File: config.mk
export PLATFORM = sky130hd
export DESIGN_NAME = wdt_window_cm
export DESIGN_NICKNAME = d
export VERILOG_FILES = /design/src/rtl/wdt_window_cm_pkg.sv /design/src/rtl/wdt_window_cm_cfg.sv /design/src/rtl/wdt_window_cm_window.sv /design/src/rtl/wdt_window_cm_clkmon.sv /design/src/rtl/wdt_window_cm_fault.sv /design/src/rtl/wdt_window_cm.sv
export SDC_FILE = /design/constraint.sdc
export NUM_CORES = 1
export LEC_CHECK = 0
export BUFFER_PORTS_ARGS = -buffer_cell sky130_fd_sc_hd__buf_2
export CAP_MARGIN = 25
export CORE_MARGIN = 5
export CORE_UTILIZATION = 50
export DETAILED_ROUTE_END_ITERATION = 8
export GPL_ROUTABILITY_DRIVEN = 0
export PLACE_DENSITY = 0.71
export SKIP_LAST_GASP = 1
export SLEW_MARGIN = 15
export SYNTH_ARGS = -nofsm -noshare
export SYNTH_HDL_FRONTEND = slang
export SYNTH_SLANG_ARGS = --single-unit
File: constraint.sdc
create_clock -name clk_i -period 2.6 [get_ports clk_i]
set_clock_uncertainty 0.1 [all_clocks]
set_input_delay 0.39 -clock clk_i [delete_from_list [all_inputs] [get_ports clk_i]]
set_output_delay 0.39 -clock clk_i [all_outputs]
set_load 0.005 [all_outputs]
File: src/rtl/wdt_window_cm_pkg.sv
`timescale 1ns/1ps
package wdt_window_cm_pkg;
   localparam int unsigned SEL_W = 2;

   typedef struct packed {
      logic [SEL_W-1:0] win_sel;
      logic             cm_en;
   } wdcfg_t;

   localparam wdcfg_t CFG_RESET = '{win_sel: '1, cm_en: 1'b1};

   function automatic int unsigned cnt_width(input int unsigned base_log2);
      return base_log2 + (1 << SEL_W) - 1;
   endfunction
endpackage

File: src/rtl/wdt_window_cm_cfg.sv
`timescale 1ns/1ps
module wdt_window_cm_cfg
   import wdt_window_cm_pkg::*;
(
   input  logic             clk_i,
   input  logic             rst_ni,
   input  logic             load_i,
   input  logic [SEL_W-1:0] sel_i,
   input  logic             cm_en_i,
   output wdcfg_t           cfg_o
);
   wdcfg_t cfg_q;

   always_ff @(posedge clk_i) begin
      if (!rst_ni) begin
         cfg_q <= CFG_RESET;
      end else if (load_i) begin
         cfg_q.win_sel <= sel_i;
         cfg_q.cm_en   <= cm_en_i;
      end
   end

   assign cfg_o = cfg_q;
endmodule

File: src/rtl/wdt_window_cm_window.sv
`timescale 1ns/1ps
module wdt_window_cm_window
   import wdt_window_cm_pkg::*;
#(
   parameter int unsigned LO_LOG2      = 8,
   parameter int unsigned UP_BASE_LOG2 = 13,
   localparam int unsigned CNT_W       = cnt_width(UP_BASE_LOG2),
   localparam int unsigned NSEL        = 1 << SEL_W
)(
   input  logic             clk_i,
   input  logic             rst_ni,
   input  logic             tick_i,
   input  logic             svc_wr_i,
   input  logic [SEL_W-1:0] sel_i,
   output logic [CNT_W-1:0] cnt_o,
   output logic             svc_early_o,
   output logic             svc_ok_o,
   output logic             expire_o
);
   localparam logic [CNT_W-1:0] LOWER = CNT_W'(1) << LO_LOG2;

   logic [CNT_W-1:0] cnt_q;
   logic [NSEL-1:0]  last_vec;
   logic             at_last;
   logic             below_lo;

   for (genvar s = 0; s < NSEL; s++) begin : g_lim
      localparam int unsigned SHIFT = CNT_W - (UP_BASE_LOG2 + s);
      localparam logic [CNT_W-1:0] LAST = {CNT_W{1'b1}} >> SHIFT;
      assign last_vec[s] = (cnt_q == LAST);
   end

   assign at_last  = last_vec[sel_i];
   assign below_lo = (cnt_q < LOWER);

   always_ff @(posedge clk_i) begin
      if (!rst_ni) begin
         cnt_q <= '0;
      end else if (svc_wr_i) begin
         cnt_q <= '0;
      end else if (tick_i) begin
         cnt_q <= at_last ? '0 : cnt_q + CNT_W'(1);
      end
   end

   assign svc_early_o = svc_wr_i & below_lo;
   assign svc_ok_o    = svc_wr_i & ~below_lo;
   assign expire_o    = tick_i & at_last & ~svc_wr_i;
   assign cnt_o       = cnt_q;
endmodule

File: src/rtl/wdt_window_cm_clkmon.sv
`timescale 1ns/1ps
module wdt_window_cm_clkmon (
   input  logic clk_i,
   input  logic rst_ni,
   input  logic tick_i,
   input  logic ref_tick_i,
   input  logic enable_i,
   output logic miss_o
);
   logic seen_q;

   always_ff @(posedge clk_i) begin
      if (!rst_ni) begin
         seen_q <= 1'b0;
      end else if (ref_tick_i) begin
         seen_q <= 1'b0;
      end else if (tick_i) begin
         seen_q <= 1'b1;
      end
   end

   assign miss_o = ref_tick_i & enable_i & ~seen_q & ~tick_i;
endmodule

File: src/rtl/wdt_window_cm_fault.sv
`timescale 1ns/1ps
module wdt_window_cm_fault (
   input  logic clk_i,
   input  logic rst_ni,
   input  logic wd_set_i,
   input  logic cm_set_i,
   output logic pin_o,
   output logic wd_o,
   output logic cm_o
);
   logic pin_q, wd_q, cm_q;

   always_ff @(posedge clk_i) begin
      if (!rst_ni) begin
         pin_q <= 1'b0;
         wd_q  <= 1'b0;
         cm_q  <= 1'b0;
      end else begin
         pin_q <= pin_q | wd_set_i | cm_set_i;
         wd_q  <= wd_q  | wd_set_i;
         cm_q  <= cm_q  | cm_set_i;
      end
   end

   assign pin_o = pin_q;
   assign wd_o  = wd_q;
   assign cm_o  = cm_q;
endmodule

File: src/rtl/wdt_window_cm.sv
`timescale 1ns/1ps
module wdt_window_cm
   import wdt_window_cm_pkg::*;
#(
   parameter int unsigned LO_LOG2      = 8,
   parameter int unsigned UP_BASE_LOG2 = 13
)(
   input  logic             clk_i,
   input  logic             rst_ni,
   input  logic             cyc_tick_i,
   input  logic             halt_i,
   input  logic             svc_wr_i,
   input  logic [SEL_W-1:0] svc_win_sel_i,
   input  logic             svc_cm_en_i,
   input  logic             ref_tick_i,
   output logic             err_pin_o,
   output logic             wd_flag_o,
   output logic             cm_flag_o
);
   localparam int unsigned CNT_W = cnt_width(UP_BASE_LOG2);

   initial begin
      assert (LO_LOG2 >= 1 && LO_LOG2 < UP_BASE_LOG2)
         else $error("lower limit must sit below the smallest upper limit");
      assert (CNT_W <= 32)
         else $error("window count wider than 32 bits");
   end

   wdcfg_t           cfg;
   logic             eff_tick;
   logic [CNT_W-1:0] cnt;
   logic             svc_early, svc_ok, expire, miss;

   assign eff_tick = cyc_tick_i & ~halt_i;

   wdt_window_cm_cfg u_cfg (
      .clk_i   (clk_i),
      .rst_ni  (rst_ni),
      .load_i  (svc_ok),
      .sel_i   (svc_win_sel_i),
      .cm_en_i (svc_cm_en_i),
      .cfg_o   (cfg)
   );

   wdt_window_cm_window #(
      .LO_LOG2      (LO_LOG2),
      .UP_BASE_LOG2 (UP_BASE_LOG2)
   ) u_win (
      .clk_i       (clk_i),
      .rst_ni      (rst_ni),
      .tick_i      (eff_tick),
      .svc_wr_i    (svc_wr_i),
      .sel_i       (cfg.win_sel),
      .cnt_o       (cnt),
      .svc_early_o (svc_early),
      .svc_ok_o    (svc_ok),
      .expire_o    (expire)
   );

   wdt_window_cm_clkmon u_cm (
      .clk_i      (clk_i),
      .rst_ni     (rst_ni),
      .tick_i     (eff_tick),
      .ref_tick_i (ref_tick_i),
      .enable_i   (cfg.cm_en),
      .miss_o     (miss)
   );

   wdt_window_cm_fault u_flt (
      .clk_i    (clk_i),
      .rst_ni   (rst_ni),
      .wd_set_i (svc_early | expire),
      .cm_set_i (miss),
      .pin_o    (err_pin_o),
      .wd_o     (wd_flag_o),
      .cm_o     (cm_flag_o)
   );
endmodule

==> metrics.csv <==
stage,metric,value,unit
outcome,status,"finished, final reports clean",
cells_and_area,area used by multi-input combinational logic,665.6,µm²
grt,largest net degree at the start of global routing,17,
power_and_ir_drop,PD cells,441.8,nW/µm²
floorplanning,die extent in y,58.35,µm
clock_tree,Clk Tree Root Cell,clkbuf_4,
setup_path,"Buf+Inv Stages, Crit Path",0,
clock_tree,hold-fix buffer count after cts,0,
detailed_routing,DR vias,937,
cells_and_area,Reg area,460.4,µm²
floorplanning,Die Area,3404,µm²
clock_tree,CTS Buffer Depth,2,
logic_synthesis,share of the yosys chip area belonging to registers,39.40,%
clock_tree,Skew-Pair Late Insertion Delay,0.31,ns
sta,endpoints failing hold,0,
logic_synthesis,"top cells by area, synth","dfxtp_1, a211oi_1, xnor2_1",
grt,Total GRT Usage,14.83,%
clock_tree,htree depth,1,
logic_synthesis,Yosys cell types,43,
logic_synthesis,syn nets,132,
logic_synthesis,Synth Instances,122,
detailed_routing,Final Routed Wirelength,2.261,mm
logic_synthesis,Post-synth EDFFs,0,
worst_hold_path,Hold WC Path Type,input port to flop,
setup_path,nature of the critical path startpoint,flop,
logic_synthesis,syn avg cell area,9.579,µm²
grt,antenna violations before repair,0,
detailed_routing,DRT antenna net count,0,
sta,slew margin rel.,62.24,%
floorplanning,core area,2212,µm²
grt,Overflow after GRT,0,
cells_and_area,Fill cells,212,
grt,GR Layer Usage met1,20.46,%
logic_synthesis,prevailing post-synth register cell,dfxtp_1,
setup_path,Worst setup EP type,flop,
floorplanning,Die W,58.35,µm
clock_tree,post-CTS setup buffer count,0,
setup_path,critical-path cell list,nand4_4 -> or2_2 -> or4_4 -> a221oi_2,
setup_path,WP data required,2.74,ns
setup_path,crit path DAT,2.09,ns
logic_synthesis,"flops & latches, synth",23,
setup_path,critical path peak fanout,10,
power_and_ir_drop,Leak,0.4279,nW
sta,f_max,510.8,MHz
clock_tree,TritonCTS clock tree,built,
detailed_routing,DRC viols,0,
floorplanning,Starting Density,52.83,%
placement,Place WS,0.5468,ns
grt,first-pass GRT wire length,3.933,mm
logic_synthesis,Post-synth top cells,"dfxtp_1, a211oi_1, xnor2_1, nand2_1",
sta,post-route clock period utilization,75.30,%
detailed_routing,drt wl/cell,14.04,µm
logic_synthesis,top-count cell post-synth,dfxtp_1,
setup_path,Crit Path Category,flop to flop,
sta,Max Slew Vio Count,0,
setup_path,"delay-heaviest family, CP",simple AND/OR/NAND/NOR gates,
sta,Setup TNS,0,ns
cells_and_area,Inserted Diodes,0,
clock_tree,CTS Sinks,23,
grt,met2 Usage GRT,22.33,%
floorplanning,IO Pins,12,
logic_synthesis,Synth Warn #,0,
setup_path,Worst path slowest cell,or4_4,
sta,post-layout min period,1.958,ns
sta,worst slew pin tran,0.5652,ns
logic_synthesis,Post-Syn Area,1169,µm²
grt,GR peak layer,met2,
placement,post-DP HPWL,1.560,mm
placement,placed insts,157,
placement,port bufs,11,
setup_path,max incr delay on CP,0.49,ns
floorplanning,# rows,17,
cells_and_area,layout cells sized above 1,22.56,%
logic_synthesis,Yosys top cell by area,dfxtp_1,
detailed_routing,DR vias/cell,5.820,
clock_tree,Num CTS Buffers,3,
cells_and_area,Non-Filler Instances,161,
grt,vias in the first global route,882,
power_and_ir_drop,VDD IR max,232.9,µV
sta,setup ws final,0.6422,ns
detailed_routing,TritonRoute pass-1 iters,4,
cells_and_area,Area Overhead vs Synth,8.993,%
grt,Global Route met3 Usage,1.974,%
cells_and_area,Final nets,144,
sta,# setup viols final,0,
logic_synthesis,share of the synthesized area in the top cell type,39.40,%
logic_synthesis,asr flop ratio synth,0,%
clock_tree,"CTS clk-pin slew, worst paths",0.13,ns
job,maxcap violations,0,
sta,RSZ-0062 raised after global routing,no,
clock_tree,post-cts resize count,0,
detailed_routing,DRT iter0 DRCs,42,
-- layer usage --
layer  vias up  share of wire (%)
met4         0                1.8
met5         -                  0
met1       443                 50
met3         5                3.7
li1        476                  -
met2        13                 44
-- state kept, by name, indices dropped and copies added (netlist names) --
register,count
u_flt.wd_o,1
u_flt.cm_o,1
u_cm.seen_q,1
u_flt.pin_o,1
u_cfg.cfg_o,3
u_win.cnt_o,16
-- path summary, 6_finish.rpt --
kind / start / endpoint / slack [ns] / cells past startpoint
worst max-delay path: u_win.cnt_o[2]$_SDFFE_PP0P_ / u_win.cnt_o[15]$_SDFFE_PP0P_ / 0.64 / 4
worst min-delay path: ref_tick_i / u_cm.seen_q$_SDFFE_PP0P_ / 0.14 / 2
worst max register to register: u_win.cnt_o[2]$_SDFFE_PP0P_ / u_win.cnt_o[15]$_SDFFE_PP0P_ / 0.64 / 4
worst min register to register: u_flt.cm_o$_SDFF_PN0_ / u_flt.cm_o$_SDFF_PN0_ / 0.38 / 1
-- logic make-up (layout without fill, tap and decap cells) --
group	Yosys count	in the layout	share of synthesized area [%]
mux	4	4	3.426
simple gates	44	44	23.66
fa+ha+maj	1	1	1.070
compound gates	27	27	19.06
flops	23	23	39.40
xor+xnor	13	13	9.743
buf+inv	10	21	3.639
-- metrics by stage --
step	power [mW]	area (µm²)	hold slack [ns]	utilization, %
after detailed placement	0.4052	1246	0.3580	56.33
final	0.5628	1274	0.1364	57.58
after global routing	0.5964	1274	0.1133	57.58
after floorplan	0.3920	1169	0.3444	-
after CTS	0.5738	1274	0.1239	57.58
after global placement	0.4039	1246	0.3483	56.33
-- cell usage in the layout, fill, tap and decap left out, types with 2 or more instances in the layout --
master and count:
nand3_1 2, buf_4 2, clkbuf_4 3, nor2_1 5
nor4_1 4, nor2b_1 2, a21o_1 2, o31ai_1 2
nor3_1 5, xnor2_1 10, buf_2 11, inv_1 4
nand2_1 9, xor2_1 3, a211oi_1 12, nand4_1 3
a31o_2 2, mux2i_1 4, dfxtp_1 23
-- final cells by class --
cell class              count  area share (%)
clock buffers               3           1.768
clock inverters             1          0.3929
inverters                   4           1.179
multi-input cells          89           52.26
flip-flops and latches     23           36.15
well taps                  28           2.750
repair buffers             13           5.501
-- power by group --
| part | total (mW) | internal (mW) | leakage, nW | switching, mW |
|---|---|---|---|---|
| Sequential | 0.361 | 0.358 | 0.187 | 0.00304 |
| Combinational | 0.0365 | 0.0183 | 0.224 | 0.0183 |
| Clock | 0.165 | 0.0575 | 0.0177 | 0.108 |
No activity file was read; power rests on OpenSTA's default activity.
